$ cat src/rtl/mdu_pkg.sv
package mdu_pkg;

    typedef enum logic [2:0] {
        OP_UMUL  = 3'd0,
        OP_SMUL  = 3'd1,
        OP_UDIV  = 3'd2,
        OP_SDIV  = 3'd3,
        OP_MSTEP = 3'd4
    } mdu_op_e;

    typedef enum logic [2:0] {
        S_IDLE   = 3'd0,
        S_MULRUN = 3'd1,
        S_DIVRUN = 3'd2,
        S_FIXUP  = 3'd3,
        S_DONE   = 3'd4
    } mdu_state_e;

    function automatic logic op_is_div(input logic [2:0] code);
        return (code == OP_UDIV) || (code == OP_SDIV);
    endfunction

    function automatic logic op_is_mul(input logic [2:0] code);
        return (code == OP_UMUL) || (code == OP_SMUL);
    endfunction

    function automatic logic op_is_legal(input logic [2:0] code);
        return code <= OP_MSTEP;
    endfunction

endpackage

$ cat src/rtl/mdu_ctrl.sv
module mdu_ctrl
    import mdu_pkg::*;
#(
    parameter int W = 32
) (
    input  logic       clk,
    input  logic       rst_n,
    input  logic       start,
    input  logic [2:0] op,
    input  logic       div_zero,
    output mdu_state_e state,
    output logic       busy,
    output logic       done,
    output logic       accept,
    output logic       mul_step,
    output logic       div_step,
    output logic       fix_en
);

    localparam int CW = $clog2(2 * W) + 1;
    localparam logic [CW-1:0] MUL_LAST = CW'(W - 1);
    localparam logic [CW-1:0] DIV_LAST = CW'(2 * W - 1);

    mdu_state_e    nxt;
    logic [CW-1:0] cnt_q;

    // state register
    always_ff @(posedge clk or negedge rst_n) begin
        if (!rst_n) begin
            state <= S_IDLE;
        end else begin
            state <= nxt;
        end
    end

    // iteration counter
    always_ff @(posedge clk or negedge rst_n) begin
        if (!rst_n) begin
            cnt_q <= '0;
        end else if (state == S_MULRUN || state == S_DIVRUN) begin
            cnt_q <= cnt_q + 1'b1;
        end else begin
            cnt_q <= '0;
        end
    end

    // next state
    always_comb begin
        nxt = state;
        unique case (state)
            S_IDLE: begin
                if (start && op_is_legal(op)) begin
                    if (op_is_mul(op)) begin
                        nxt = S_MULRUN;
                    end else if (op_is_div(op) && !div_zero) begin
                        nxt = S_DIVRUN;
                    end else begin
                        nxt = S_DONE;
                    end
                end
            end
            S_MULRUN: if (cnt_q == MUL_LAST) nxt = S_FIXUP;
            S_DIVRUN: if (cnt_q == DIV_LAST) nxt = S_FIXUP;
            S_FIXUP:  nxt = S_DONE;
            S_DONE:   nxt = S_IDLE;
            default:  nxt = S_IDLE;
        endcase
    end

    // outputs
    always_comb begin
        busy     = 1'b1;
        done     = 1'b0;
        accept   = 1'b0;
        mul_step = 1'b0;
        div_step = 1'b0;
        fix_en   = 1'b0;
        unique case (state)
            S_IDLE: begin
                busy   = 1'b0;
                accept = start && op_is_legal(op);
            end
            S_MULRUN: mul_step = 1'b1;
            S_DIVRUN: div_step = 1'b1;
            S_FIXUP:  fix_en   = 1'b1;
            S_DONE:   done     = 1'b1;
            default:  busy     = 1'b0;
        endcase
    end


    done_pulse_chk: assert property (@(posedge clk) disable iff (!rst_n)
        done |=> !done && !busy);


    done_in_busy_chk: assert property (@(posedge clk) disable iff (!rst_n)
        done |-> busy);


    busy_hold_chk: assert property (@(posedge clk) disable iff (!rst_n)
        (busy && !done) |=> busy);


    mul_count_chk: assert property (@(posedge clk) disable iff (!rst_n)
        (state == S_MULRUN) |-> (cnt_q <= MUL_LAST));

endmodule

$ cat src/rtl/mdu_mul_core.sv
module mdu_mul_core #(
    parameter int W = 32
) (
    input  logic           clk,
    input  logic           rst_n,
    input  logic           load,
    input  logic           step,
    input  logic [W-1:0]   a_mag,
    input  logic [W-1:0]   b_mag,
    output logic [2*W-1:0] prod
);

    localparam int W2 = 2 * W;

    logic [W2-1:0] acc_q;
    logic [W-1:0]  mcand_q;
    logic [W:0]    sum;

    always_comb begin
        if (acc_q[0]) begin
            sum = {1'b0, acc_q[W2-1:W]} + {1'b0, mcand_q};
        end else begin
            sum = {1'b0, acc_q[W2-1:W]};
        end
    end

    always_ff @(posedge clk or negedge rst_n) begin
        if (!rst_n) begin
            acc_q   <= '0;
            mcand_q <= '0;
        end else if (load) begin
            acc_q   <= {{W{1'b0}}, b_mag};
            mcand_q <= a_mag;
        end else if (step) begin
            acc_q   <= {sum, acc_q[W-1:1]};
        end
    end

    assign prod = acc_q;

endmodule

$ cat src/rtl/mdu_div_core.sv
module mdu_div_core #(
    parameter int W = 32
) (
    input  logic           clk,
    input  logic           rst_n,
    input  logic           load,
    input  logic           step,
    input  logic [2*W-1:0] dvd_mag,
    input  logic [W-1:0]   dvs_mag,
    output logic [2*W-1:0] quo
);

    localparam int W2 = 2 * W;

    logic [W:0]    rem_q;
    logic [W2-1:0] q_q;
    logic [W-1:0]  dvs_q;
    logic [W:0]    shifted;
    logic          fits;

    assign shifted = {rem_q[W-1:0], q_q[W2-1]};
    assign fits    = shifted >= {1'b0, dvs_q};

    always_ff @(posedge clk or negedge rst_n) begin
        if (!rst_n) begin
            rem_q <= '0;
            q_q   <= '0;
            dvs_q <= '0;
        end else if (load) begin
            rem_q <= '0;
            q_q   <= dvd_mag;
            dvs_q <= dvs_mag;
        end else if (step) begin
            rem_q <= fits ? (shifted - {1'b0, dvs_q}) : shifted;
            q_q   <= {q_q[W2-2:0], fits};
        end
    end


    rem_bound_chk: assert property (@(posedge clk) disable iff (!rst_n)
        (step && dvs_q != '0) |=> (rem_q < {1'b0, dvs_q}));

    assign quo = q_q;

endmodule

$ cat src/rtl/mdu_mstep.sv
module mdu_mstep #(
    parameter int W = 32
) (
    input  logic [W-1:0] y_cur,
    input  logic [W-1:0] a,
    input  logic [W-1:0] b,
    input  logic         n_flag,
    input  logic         v_flag,
    output logic [W-1:0] res,
    output logic [W-1:0] y_next
);

    logic [W-1:0] half;

    assign half   = {n_flag ^ v_flag, a[W-1:1]};
    assign res    = y_cur[0] ? (half + b) : half;
    assign y_next = {a[0], y_cur[W-1:1]};

endmodule

$ cat src/rtl/mdu_y_unit.sv
module mdu_y_unit
    import mdu_pkg::*;
#(
    parameter int W = 32
) (
    input  logic         clk,
    input  logic         rst_n,
    input  logic         start,
    input  logic [2:0]   op,
    input  logic [W-1:0] opa,
    input  logic [W-1:0] opb,
    input  logic         flag_n,
    input  logic         flag_v,
    input  logic         y_wr_en,
    input  logic [W-1:0] y_wr_data,
    output logic         busy,
    output logic         done,
    output logic [W-1:0] result,
    output logic         ovf,
    output logic         dz,
    output logic [W-1:0] y_q
);

    localparam int W2 = 2 * W;
    localparam logic [W-1:0] MAX_POS = {1'b0, {(W-1){1'b1}}};
    localparam logic [W-1:0] MIN_NEG = {1'b1, {(W-1){1'b0}}};

    mdu_state_e state;
    logic       accept, mul_step, div_step, fix_en;
    logic       div_zero;

    assign div_zero = (opb == '0);

    mdu_ctrl #(.W(W)) u_ctrl (
        .clk      (clk),
        .rst_n    (rst_n),
        .start    (start),
        .op       (op),
        .div_zero (div_zero),
        .state    (state),
        .busy     (busy),
        .done     (done),
        .accept   (accept),
        .mul_step (mul_step),
        .div_step (div_step),
        .fix_en   (fix_en)
    );

    // operand conditioning
    logic          sgn_mul, sgn_div, neg_in;
    logic [W-1:0]  a_mag, b_mag, dvs_mag;
    logic [W2-1:0] dvd_full, dvd_mag;

    assign sgn_mul  = (op == OP_SMUL);
    assign sgn_div  = (op == OP_SDIV);
    assign a_mag    = (sgn_mul && opa[W-1]) ? -opa : opa;
    assign b_mag    = (sgn_mul && opb[W-1]) ? -opb : opb;
    assign dvd_full = {y_q, opa};
    assign dvd_mag  = (sgn_div && y_q[W-1]) ? -dvd_full : dvd_full;
    assign dvs_mag  = (sgn_div && opb[W-1]) ? -opb : opb;
    assign neg_in   = sgn_mul ? (opa[W-1] ^ opb[W-1]) :
                      sgn_div ? (y_q[W-1] ^ opb[W-1]) : 1'b0;

    logic [W2-1:0] prod, quo;

    mdu_mul_core #(.W(W)) u_mul (
        .clk   (clk),
        .rst_n (rst_n),
        .load  (accept && op_is_mul(op)),
        .step  (mul_step),
        .a_mag (a_mag),
        .b_mag (b_mag),
        .prod  (prod)
    );

    mdu_div_core #(.W(W)) u_div (
        .clk     (clk),
        .rst_n   (rst_n),
        .load    (accept && op_is_div(op)),
        .step    (div_step),
        .dvd_mag (dvd_mag),
        .dvs_mag (dvs_mag),
        .quo     (quo)
    );

    logic [W-1:0] step_res, step_y;

    mdu_mstep #(.W(W)) u_mstep (
        .y_cur  (y_q),
        .a      (opa),
        .b      (opb),
        .n_flag (flag_n),
        .v_flag (flag_v),
        .res    (step_res),
        .y_next (step_y)
    );

    // captured request attributes
    logic [2:0] op_q;
    logic       neg_q;

    always_ff @(posedge clk or negedge rst_n) begin
        if (!rst_n) begin
            op_q  <= '0;
            neg_q <= 1'b0;
        end else if (accept) begin
            op_q  <= op;
            neg_q <= neg_in;
        end
    end

    // final sign and saturation
    logic [W2-1:0] prod_fix;
    logic [W-1:0]  div_res;
    logic          div_ovf;

    assign prod_fix = neg_q ? -prod : prod;

    always_comb begin
        if (op_q == OP_UDIV) begin
            div_ovf = |quo[W2-1:W];
            div_res = div_ovf ? {W{1'b1}} : quo[W-1:0];
        end else if (!neg_q) begin
            div_ovf = |quo[W2-1:W-1];
            div_res = div_ovf ? MAX_POS : quo[W-1:0];
        end else begin
            div_ovf = (|quo[W2-1:W]) || (quo[W-1] && (|quo[W-2:0]));
            div_res = div_ovf ? MIN_NEG : -quo[W-1:0];
        end
    end

    logic [W-1:0] result_q;
    logic         ovf_q, dz_q;

    always_ff @(posedge clk or negedge rst_n) begin
        if (!rst_n) begin
            result_q <= '0;
            y_q      <= '0;
            ovf_q    <= 1'b0;
            dz_q     <= 1'b0;
        end else if (accept) begin
            ovf_q <= 1'b0;
            dz_q  <= op_is_div(op) && div_zero;
            if (op == OP_MSTEP) begin
                result_q <= step_res;
                y_q      <= step_y;
            end else if (op_is_div(op) && div_zero) begin
                result_q <= '0;
            end
        end else if (fix_en) begin
            if (op_is_mul(op_q)) begin
                result_q <= prod_fix[W-1:0];
                y_q      <= prod_fix[W2-1:W];
            end else begin
                result_q <= div_res;
                ovf_q    <= div_ovf;
            end
        end else if (y_wr_en && !busy && !start) begin
            y_q <= y_wr_data;
        end
    end

    assign result = result_q;
    assign ovf    = done && ovf_q;
    assign dz     = done && dz_q;


    y_run_stable_chk: assert property (@(posedge clk) disable iff (!rst_n)
        (state == S_MULRUN || state == S_DIVRUN) |=> $stable(y_q));


    dz_zero_result_chk: assert property (@(posedge clk) disable iff (!rst_n)
        dz |-> (result == '0 && !ovf));


    sat_value_chk: assert property (@(posedge clk) disable iff (!rst_n)
        ovf |-> (result == {W{1'b1}} || result == MAX_POS || result == MIN_NEG));


    y_write_chk: assert property (@(posedge clk) disable iff (!rst_n)
        (y_wr_en && !busy && !start) |=> (y_q == $past(y_wr_data)));


    result_hold_chk: assert property (@(posedge clk) disable iff (!rst_n)
        (busy && !done && state != S_FIXUP) |=> $stable(result));

endmodule

$ cat config.mk
export PLATFORM = sky130hd
export DESIGN_NAME = mdu_y_unit
export DESIGN_NICKNAME = d
export VERILOG_FILES = /design/src/rtl/mdu_pkg.sv /design/src/rtl/mdu_ctrl.sv /design/src/rtl/mdu_mul_core.sv /design/src/rtl/mdu_div_core.sv /design/src/rtl/mdu_mstep.sv /design/src/rtl/mdu_y_unit.sv
export SDC_FILE = /design/constraint.sdc
export NUM_CORES = 1
export LEC_CHECK = 0
export BUFFER_PORTS_ARGS = -buffer_cell sky130_fd_sc_hd__buf_2
export CAP_MARGIN = 20
export CORE_AREA = 3 3 267 269
export DETAILED_ROUTE_END_ITERATION = 8
export DIE_AREA = 0 0 270 272
export PLACE_DENSITY = 0.6
export SYNTH_ARGS = -nofsm -noshare
export SYNTH_HDL_FRONTEND = slang
export SYNTH_SLANG_ARGS = --single-unit
$ cat constraint.sdc
create_clock -name clk -period 5.08 [get_ports clk]
set_clock_uncertainty 0.05 [all_clocks]
set_input_delay 1.016 -clock clk [delete_from_list [all_inputs] [get_ports clk]]
set_output_delay 1.016 -clock clk [all_outputs]
set_load 0.01 [all_outputs]
; Word level (Yosys, flattened, before mapping)
; Cells that the tools add are included.
; Widths: inputs -> output; s select.
[op_classes]
add_sub_neg = 9
n_lt_le_gt_ge = 2
n_eq_ne = 19
muxes = 49
n_bitwise = 3
n_reduce_logical = 38
[op_table]
columns = operator, n
row1 = $mux 32, 22
row2 = $mux 64, 6
row3 = $neg 64->64, 2
row4 = $neg 32->32, 3
row5 = $add 32x32->33, 1
row6 = $ge 33x32->1, 1
row7 = $mux 33, 1
row8 = $reduce_or 33->1, 1
row9 = $add 32x32->32, 1
row10 = $logic_not 32->1, 1
row11 = $reduce_or 32->1, 1
row12 = $sub 32x32->32, 1
row13 = $reduce_or 31->1, 1
row14 = $eq 3x2->1 const B, 5
row15 = $mux 3, 5
row16 = $logic_and 1x1->1, 14
row17 = $mux 1, 13
row18 = $pmux 3 s4, 1
row19 = $eq 3x1->1 const B, 3
row20 = $logic_not 3->1, 3
row21 = $add 7x1->7 const B, 1
row22 = $eq 7x5->1 const B, 1
row23 = $eq 7x6->1 const B, 1
row24 = $mux 7, 1
row25 = other kinds (14), 30
[totals]
reg_bits = 304
in_bits = 105
out_inout_bits = 68

; Longest topological paths before layout
; Gate-level depths: netlist of the first run.
[logic_depth]
ltp_word = 9
depth_mapped = 14

; Hierarchy
; Synthesis of the first run repeated with hierarchy kept, for this count alone.
[unflattened]
cells_unflattened = 3244
hier_area_um2 = 26235.2
[modules_own_cells]
columns = module, instances, cells_per_inst, area_per_inst_um2, seq_area_each_um2
row1 = mdu_y_unit, 1, 1352, 9686.8, 1751.7
row2 = mdu_div_core, 1, 868, 7556.0, 3203.1
row3 = mdu_mul_core, 1, 649, 6130.9, 2402.3
row4 = mdu_mstep, 1, 317, 2307.2, 0.0
row5 = mdu_ctrl, 1, 58, 554.3, 250.2

; Worst setup path after synthesis of the first run
; Ideal clock, no wire load.
[synth_timing]
path_kind = input -> register
startpoint = input opb[1]
endpoint = register result_q[23], in the netlist result[23]
setup_ns = 0.138
arrival_time_ns = 3.598
required_time_ns = 4.892
setup_slack_ns = 1.293
stages = 12
path_cell_list = inv_1 -> ha_1 -> or3b_2 -> nor4b_2 -> nand4_1 -> nor2_1 -> nand2_1 -> and3_1 -> clkbuf_1 -> clkbuf_1 -> a222oi_1 -> o21ai_0
[synth_between]
elab_chain_cells = 4
[synth_rtl]
columns = element, line
row1 = start: declaration, mdu_y_unit.sv:11  ; input logic [W-1:0] opb,
row2 = $add 32x32->32 / $logic_not 32->1 (equally long branches), "mdu_mstep.sv:16, mdu_y_unit.sv:32"
row3 = $mux 32 / $logic_and 1x1->1 (equally long branches), "mdu_mstep.sv:16, mdu_y_unit.sv:147"
row4 = $mux 32 / $ne 3x1->1 (equally long branches), n/a
row5 = $mux 32 / $reduce_and 2->1 (equally long branches), n/a
row6 = end signal: assignment, mdu_y_unit.sv:145  ; result_q <= step_res;
row7 = end signal: assignment, mdu_y_unit.sv:152  ; result_q <= prod_fix[W-1:0];
row8 = end signal: assignment, mdu_y_unit.sv:155  ; result_q <= div_res;
row9 = end: declaration, mdu_y_unit.sv:132  ; logic [W-1:0] result_q;
; Parallel ways exist; a longest one is shown, timed or not.
; A chain may end at the register's enable or synchronous reset.

; Worst setup path after layout of the first run
[layout_timing]
startpoint = register u_div.q_q[0], in the netlist u_div.quo[0]
endpoint = register result_q[8], in the netlist result[8]
[layout_between]
elab_chain_cells = 9
[layout_rtl]
columns = element, line
row1 = start: declaration, mdu_div_core.sv:16  ; logic [W2-1:0] q_q;
row2 = start signal: assignment, mdu_div_core.sv:31  ; q_q <= dvd_mag;
row3 = start signal: assignment, mdu_div_core.sv:35  ; q_q <= {q_q[W2-2:0], fits};
row4 = "parallel branches: the longest is 3 deep, another holds $neg 32->32", n/a
row5 = $mux 32 *, mdu_y_unit.sv:128  ; div_res = div_ovf ? MIN_NEG : -quo[W-1:0];
row6 = $mux 32 *, mdu_y_unit.sv:123  ; end else if (!neg_q) begin
row7 = $mux 32 *, mdu_y_unit.sv:120  ; if (op_q == OP_UDIV) begin
row8 = $mux 32 *, mdu_y_unit.sv:151  ; if (op_is_mul(op_q)) begin
row9 = $mux 32 *, mdu_y_unit.sv:150  ; end else if (fix_en) begin
row10 = $mux 32 *, mdu_y_unit.sv:141  ; end else if (accept) begin
; Every way passes the cells marked *. The select of a mux whose other input is x is not followed.

==> run metrics, run 1 <==
number of flops mapped to enable cells by yosys=0; first-pass GRT wire length=137,100 um; vias in the first global route=22,030; first-pass iteration count of the detailed router=6; reg2reg end=result[8]; fin crit share=0.7972; initial antenna violation count=7; Req. time, crit path=5490 ps; post-synthesis cell type count=95; Detailed Place HPWL=68,400 um; worst r2r src=u_div.quo[0]; PwrDens=648.9 nW/um^2; DRT iter0 DRCs=2,393; post-route ant nets=0; TNS Setup=0 ps; Min Clock Period, post-route=4050 ps; setup bufs post-CTS=0; Synth area leader=dfrtp_1; Hold Slack=a little under 400 ps; ratio of cells with drive above 1 in the final layout=0.1076; gr ovfl total=0; WL/cell=22.28 um; starting density of the core=0.3495; f_max=0.2469 GHz; #FFs+latches synth=slightly above 300; Num CTS Buffers=37; top cell type's share of synthesized area=0.3162; row count=96; slew margin rel.=0.3203; Max Cap Viol=0; area grow syn2layout=12.04%; Synth Warn #=0; final instance area=26,950 sq um; mean post-synth cell area=7.945 sq um; # H-tree levels=2; status=finished, final reports clean; R2R Setup Slk=1030 ps; Worst setup EP type=register; Post-route DRC=0; crit path launch=u_div.quo[0]; Die Span Y=272 um; routed wire length=~90,000 um; die area=73,440 sq um; final RePlAce weighted congestion=0.9404; # IOs=between 150 and 200; CP startpoint kind=register; Nets=3,310; syn nets=3,236; endpoints failing hold=0; Clk pin slew, worst setup/hold paths=about 60 ps; synthesized area=24,060 sq um; Worst Path Max Fanout=10; Crit path arrival time=4460 ps; sequential area share after synthesis=0.3162; ranking of synthesized cells by area=dfrtp_1 (32%), o21ai_0 (7.8%), nand2_1 (5.4%); Post-Syn Instances=3,028; CTS tree=built; async set-or-reset flop fraction in the synthesized netlist=1.000; Setup-failing EPs final=0; Resized cells post-CTS=0; Port Buffers=172; largest net degree at the start of global routing=95; via count=23,660; worst hold path type=input port to asynchronous set/reset pin; Root Buffer=clkbuf_16; placed instance area=25,800 sq um; gr usage total=0.2371; Max Slew Vio Count=0; VDD IR max=0.0002926 V; Sink Count=304; core area=68,830 sq um; Static Leak=~0.011 uW; Hold Buf Count CTS=0; actual slew at the worst max-slew pin=1017 ps; Worst setup endpoint=result[8]; Die Width=270 um; CTS max path bufs=3; Reg2Reg Depth=11; unrepaired setup endpoints after global routing=false; Setup CP Type=register to register; Via density=5.830; Skew-Pair Late Insertion Delay=roughly 560 ps; Post-synth top flop=dfrtp_1
-- synth_stat cells (16+ instances only) --
cell,count
a21o_1,54
a31oi_1,53
dfrtp_1,304
o41ai_1,16
o21ai_0,373
ha_1,100
a221oi_1,16
nand2b_1,26
nand3_1,66
a211oi_1,29
xor2_1,134
nor4_1,37
nor2b_1,22
nor2_1,250
a22oi_1,60
or4_1,20
o211ai_1,22
o31ai_1,37
inv_1,77
a21oi_1,231
clkbuf_1,155
mux2i_1,55
xnor2_1,147
nor3_1,61
nand4_1,17
nand2_1,346
o22ai_1,21
or3_1,27
and3_1,32
-- report_power, final --
| part | internal [uW] | switching (uW) | total (uW) | leakage (uW) |
|---|---|---|---|---|
| combinational | 3880 | 5900 | 9780 | 0.00701 |
| sequential | 3530 | 1580 | 5100 | 0.00380 |
| clock | 1490 | 1120 | 2610 | 0.000558 |
-- per-layer routing --
layer,track usage,share of wire
met1,0.3221,0.44
met2,0.3832,0.46
met3,0.03013,0.062
met4,0.09463,0.044
met5,0,0.00014
-- per-stage QoR --
| step | setup slack (ps) | std cells | util | power [uW] |
|---|---|---|---|---|
| global placement | 764.2 | 3994 | 0.3748 | 14650 |
| finish | 1030 | 4058 | 0.3916 | 17490 |
| CTS | 1079 | 4055 | 0.3915 | 17410 |
| detailed placement | 627.8 | 3994 | 0.3748 | 14740 |
| global route | 756.9 | 4056 | 0.3915 | 18820 |
| floorplan | 1293 | 3028 | - | 11680 |
-- worst min-delay path by stage --
| stage | from | slack, ps | endpoint |
|---|---|---|---|
| 5_1_grt | rst_n | 450 | u_div.dvs_q[8] |
| 2_1_floorplan | dz_q | 390 | dz_q |
| 3_3_place_gp | u_div.dvs_q[21] | 410 | u_div.dvs_q[21] |
| 3_5_place_dp | u_div.dvs_q[30] | 420 | u_div.dvs_q[30] |
| 4_1_cts | rst_n | 430 | u_div.dvs_q[8] |
| 6_report | rst_n | 390 | u_div.dvs_q[8] |
-- logic make-up (layout without fill, tap and decap cells) --
| logic type | count (synthesis) | after routing | share of synthesized area |
|---|---|---|---|
| other | 0 | 3 | 0 |
| xor gates and xnor gates | 281 | 281 | 0.1023 |
| AOI/OAI and AO/OA | 1044 | 1044 | 0.2680 |
| and+or+nand+nor | 972 | 972 | 0.1910 |
| muxes | 57 | 57 | 0.02382 |
| DFF | 304 | 304 | 0.3162 |
| adders and majority gates | 103 | 103 | 0.05451 |
| buffers and inverters | 267 | 363 | 0.04410 |
-- cell type report --
| class | instances | area [sq um] |
|---|---|---|
| multi-input cells | 2457 | 15450 |
| diodes | 3 | 7.507 |
| flip-flops and latches | 304 | 7609 |
| fillers | 7131 | 41870 |
| well taps | 931 | 1165 |
| clock inverters | 11 | 102.6 |
| repair buffers | 222 | 1271 |
| inverters | 80 | 300.3 |
| clock buffers | 50 | 1046 |
-- worst max-delay path, cell delays in order (launching register included) --
cell	delay, ps
dfrtp_1	430
inv_1	130
ha_1	260
or4b_1	650
nor4b_4	480
a41oi_1	230
nor2_2	420
nand2_1	360
o31ai_1	330
a221oi_1	160
a211o_1	350
o211ai_1	80
-- cells in the final DEF (no fill, tap or decap), types with 12 or more instances in the layout --
master / Yosys / routed
nor3_1: 61 / 60
o21bai_1: 12 / 12
nand2b_1: 26 / 25
or2_2: 13 / 13
ha_1: 100 / 100
xor2_1: 134 / 134
a21oi_1: 231 / 231
a22oi_1: 60 / 60
a21o_1: 54 / 54
nand4_1: 17 / 17
o21ai_0: 373 / 373
nand2_1: 346 / 344
o41ai_1: 16 / 16
nor4_1: 37 / 36
o211ai_1: 22 / 22
buf_2: 10 / 171
or4_1: 20 / 20
and3_1: 32 / 32
dfrtp_1: 304 / 303
o22ai_1: 21 / 21
nand3_1: 66 / 66
inv_1: 77 / 77
a221oi_1: 16 / 16
nor2_1: 250 / 247
clkbuf_16: 0 / 38
o221ai_1: 13 / 13
a31oi_1: 53 / 53
o31ai_1: 37 / 37
nor2b_1: 22 / 20
buf_4: 1 / 48
and2_1: 13 / 13
a211oi_1: 29 / 29
mux2i_1: 55 / 55
or3_1: 27 / 27
xnor2_1: 147 / 147
-- registers in the layout, indices dropped and copies added (netlist names) --
| name | cells |
|---|---|
| u_ctrl.cnt_q | 7 |
| ovf_q | 1 |
| u_mul.mcand_q | 32 |
| y_q | 32 |
| u_ctrl.state | 3 |
| result | 32 |
| op_q | 3 |
| u_div.quo | 64 |
| u_div.dvs_q | 32 |
| neg_q | 1 |
| dz_q | 1 |
| u_mul.prod | 64 |
| u_div.rem_q | 32 |
Note: power is estimated with default switching activity, not from simulation.
==> run 2, diff against run 1 <==
==> constraint.sdc (replaced) <==
create_clock -name clk -period 4.2 [get_ports clk]
set_clock_uncertainty 0.05 [all_clocks]
set_input_delay 0.84 -clock clk [delete_from_list [all_inputs] [get_ports clk]]
set_output_delay 0.84 -clock clk [all_outputs]
set_load 0.01 [all_outputs]
==> run 2 against run 1 <==
Register-to-register slack got worse by 690 ps. Clock-buffer cell count is 2 lower. Sequential power up 19%. Clock power grew 46%. Critical path type unchanged. Global-route usage up 1.2 points. Sequential share of layout area fell by 0.69 points. Final cell count increased by 1.4%. Utilization up 0.99 points. Power grew 27%. Largest cell class unchanged. Wire length increased by 4.4%.
==> run metrics, run 2 (synthesized netlist as in run 1, its figures left out) <==
WL/cell=22.95 um (was 22.28 um); Max Cap Viol=0 (unchanged); commonest non-fill, non-tap cells in the layout=o21ai_0 (373), nand2_1 (344), dfrtp_1 (303), nor2_1 (247), a21oi_1 (231) (unchanged); endpoints failing hold=0 (unchanged); via count=24,120 (was 23,660); Detailed Place HPWL=71,410 um (was 68,400 um); first-pass GRT wire length=142,900 um (was 137,100 um); CTS max path bufs=3 (unchanged); final RePlAce weighted congestion=0.9686 (was 0.9404); CP startpoint kind=register (unchanged); routed wire length=94,400 um (was 90,420 um); Num CTS Buffers=38 (was 37); Max Slew Vio Count=0 (unchanged); core area=68,830 sq um (unchanged); row count=96 (unchanged); initial antenna violation count=8 (was 7); # fillers=7,057 (was 7,131); vias in the first global route=22,600 (was 22,030); Min Clock Period, post-route=3861 ps (was 4050 ps); Resized cells post-CTS=0 (unchanged); Power, Total=22,150 uW (was 17,490 uW); gr ovfl total=0 (unchanged); slew margin rel.=0.3288 (was 0.3203); R2R Setup Slk=340 ps (was 1030 ps); Post-route DRC=0 (unchanged); Clk pin slew, worst setup/hold paths=60 ps (about the same); Skew-Pair Late Insertion Delay=580 ps (was 560 ps); Root Buffer=clkbuf_16 (unchanged); Worst setup EP type=register (unchanged); # IOs=173 (unchanged); setup bufs post-CTS=0 (unchanged); ratio of cells with drive above 1 in the final layout=0.1251 (was 0.1076); worst r2r src=u_mul.prod[13] (was u_div.quo[0]); Die Span Y=272 um (unchanged); Static Leak=0.01176 uW (was 0.01137 uW); first-pass iteration count of the detailed router=6 (unchanged); Setup CP Type=register to register (unchanged); Hold Buf Count CTS=0 (unchanged); gr usage total=0.2494 (was 0.2371); starting density of the core=0.3495 (unchanged); actual slew at the worst max-slew pin=1007 ps (was 1017 ps); reg2reg end=y_q[22] (was result[8]); unrepaired setup endpoints after global routing=false (unchanged); Crit path largest cell delay=600 ps (was 650 ps); largest net degree at the start of global routing=98 (was 95); final instance area=27,630 sq um (was 26,950 sq um); Crit path arrival time=4210 ps (was 4460 ps); TNS Setup=0 ps (unchanged); Sink Count=304 (unchanged); Nets=3,359 (was 3,310); CP max stage cell=or4_1 (was or4b_1); Port Buffers=172 (unchanged); CTS tree=built (unchanged); die area=73,440 sq um (unchanged); status=finished, final reports clean (unchanged); post-route ant nets=0 (unchanged); Die Width=270 um (unchanged); area grow syn2layout=14.86% (was 12.04%); # H-tree levels=2 (unchanged); most common cell after layout, fill and taps aside=o21ai_0 (unchanged); VDD IR max=0.0003277 V (was 0.0002926 V); f_max=0.2590 GHz (was 0.2469 GHz); fin crit share=0.9193 (was 0.7972); Worst Path Max Fanout=7 (was 10); worst hold path type=input port to asynchronous set/reset pin (unchanged); placed instance area=26,190 sq um (was 25,800 sq um); Req. time, crit path=4550 ps (was 5490 ps); DRT iter0 DRCs=2,231 (was 2,393); Setup-failing EPs final=0 (unchanged); Hold Slack=165.3 ps (was 394.1 ps); Reg2Reg Depth=9 (was 11); crit-path cells=or4_1, and4bb_2, nand4_1, or3_1, o31a_2, xnor2_1, a211oi_1, a21oi_1, o21ai_0 (was inv_1, ha_1, or4b_1, nor4b_4, a41oi_1, nor2_2, nand2_1, o31ai_1, a221oi_1, a211o_1, o211ai_1); PwrDens=801.6 nW/um^2 (was 648.9 nW/um^2); Via density=5.864 (was 5.830)
[run 2: worst max path at each step]
stage                   start             to  slack [ps]  cells after the start
2_1_floorplan          opb[1]     result[23]         590                     12
3_3_place_gp          opa[22]  u_div.quo[35]         320                      8
3_5_place_dp           opb[1]     result[30]         230                     13
4_1_cts        u_mul.prod[13]        y_q[22]         450                      9
5_1_grt          u_div.quo[0]     result[28]         250                     11
6_report       u_mul.prod[13]        y_q[22]         340                      9
[run 2: cell type report]
type,count,area [sq um],share of cell area
Inverter,80,300.3,0.01087
Clock inverter,22,364.1,0.01318
Timing Repair Buffer,270,1669,0.06041
Antenna cell,2,5.005,0.0001811
Clock buffer,48,1069,0.03867
Tap cell,931,1165,0.04216
Multi-Input combinational cell,2457,15450,0.5592
Sequential cell,304,7609,0.2754
[run 2: report_power, final]
group / internal (uW) / switching, uW
Clock: 2370 / 1430
Sequential: 4270 / 1800
Combinational: 4860 / 7430
Total: 11500 / 10700
[run 2: per-layer routing]
metal	routed length, um	track usage
met1	41220	0.3385
met2	42040	0.3918
met3	6603	0.04052
met4	4519	0.1100
met5	24	0
[run 2: per-stage QoR]
step                      std cells  setup WS (ps)  utilization
after detailed placement       4042          227.3       0.3806
final                          4114          339.0       0.4015
after CTS                      4112          454.0       0.4014
after global routing           4114          253.3       0.4015
after global placement         4042          317.2       0.3806
after floorplan                3028          589.3            -
[run 2: worst max-delay path, delay by kind of cell (launching register included)]
family / cells / cell delay (ps)
xor gates and xnor gates: 1 / 360
and+or+nand+nor: 4 / 2130
DFF: 1 / 430
AOI/OAI and AO/OA: 4 / 710
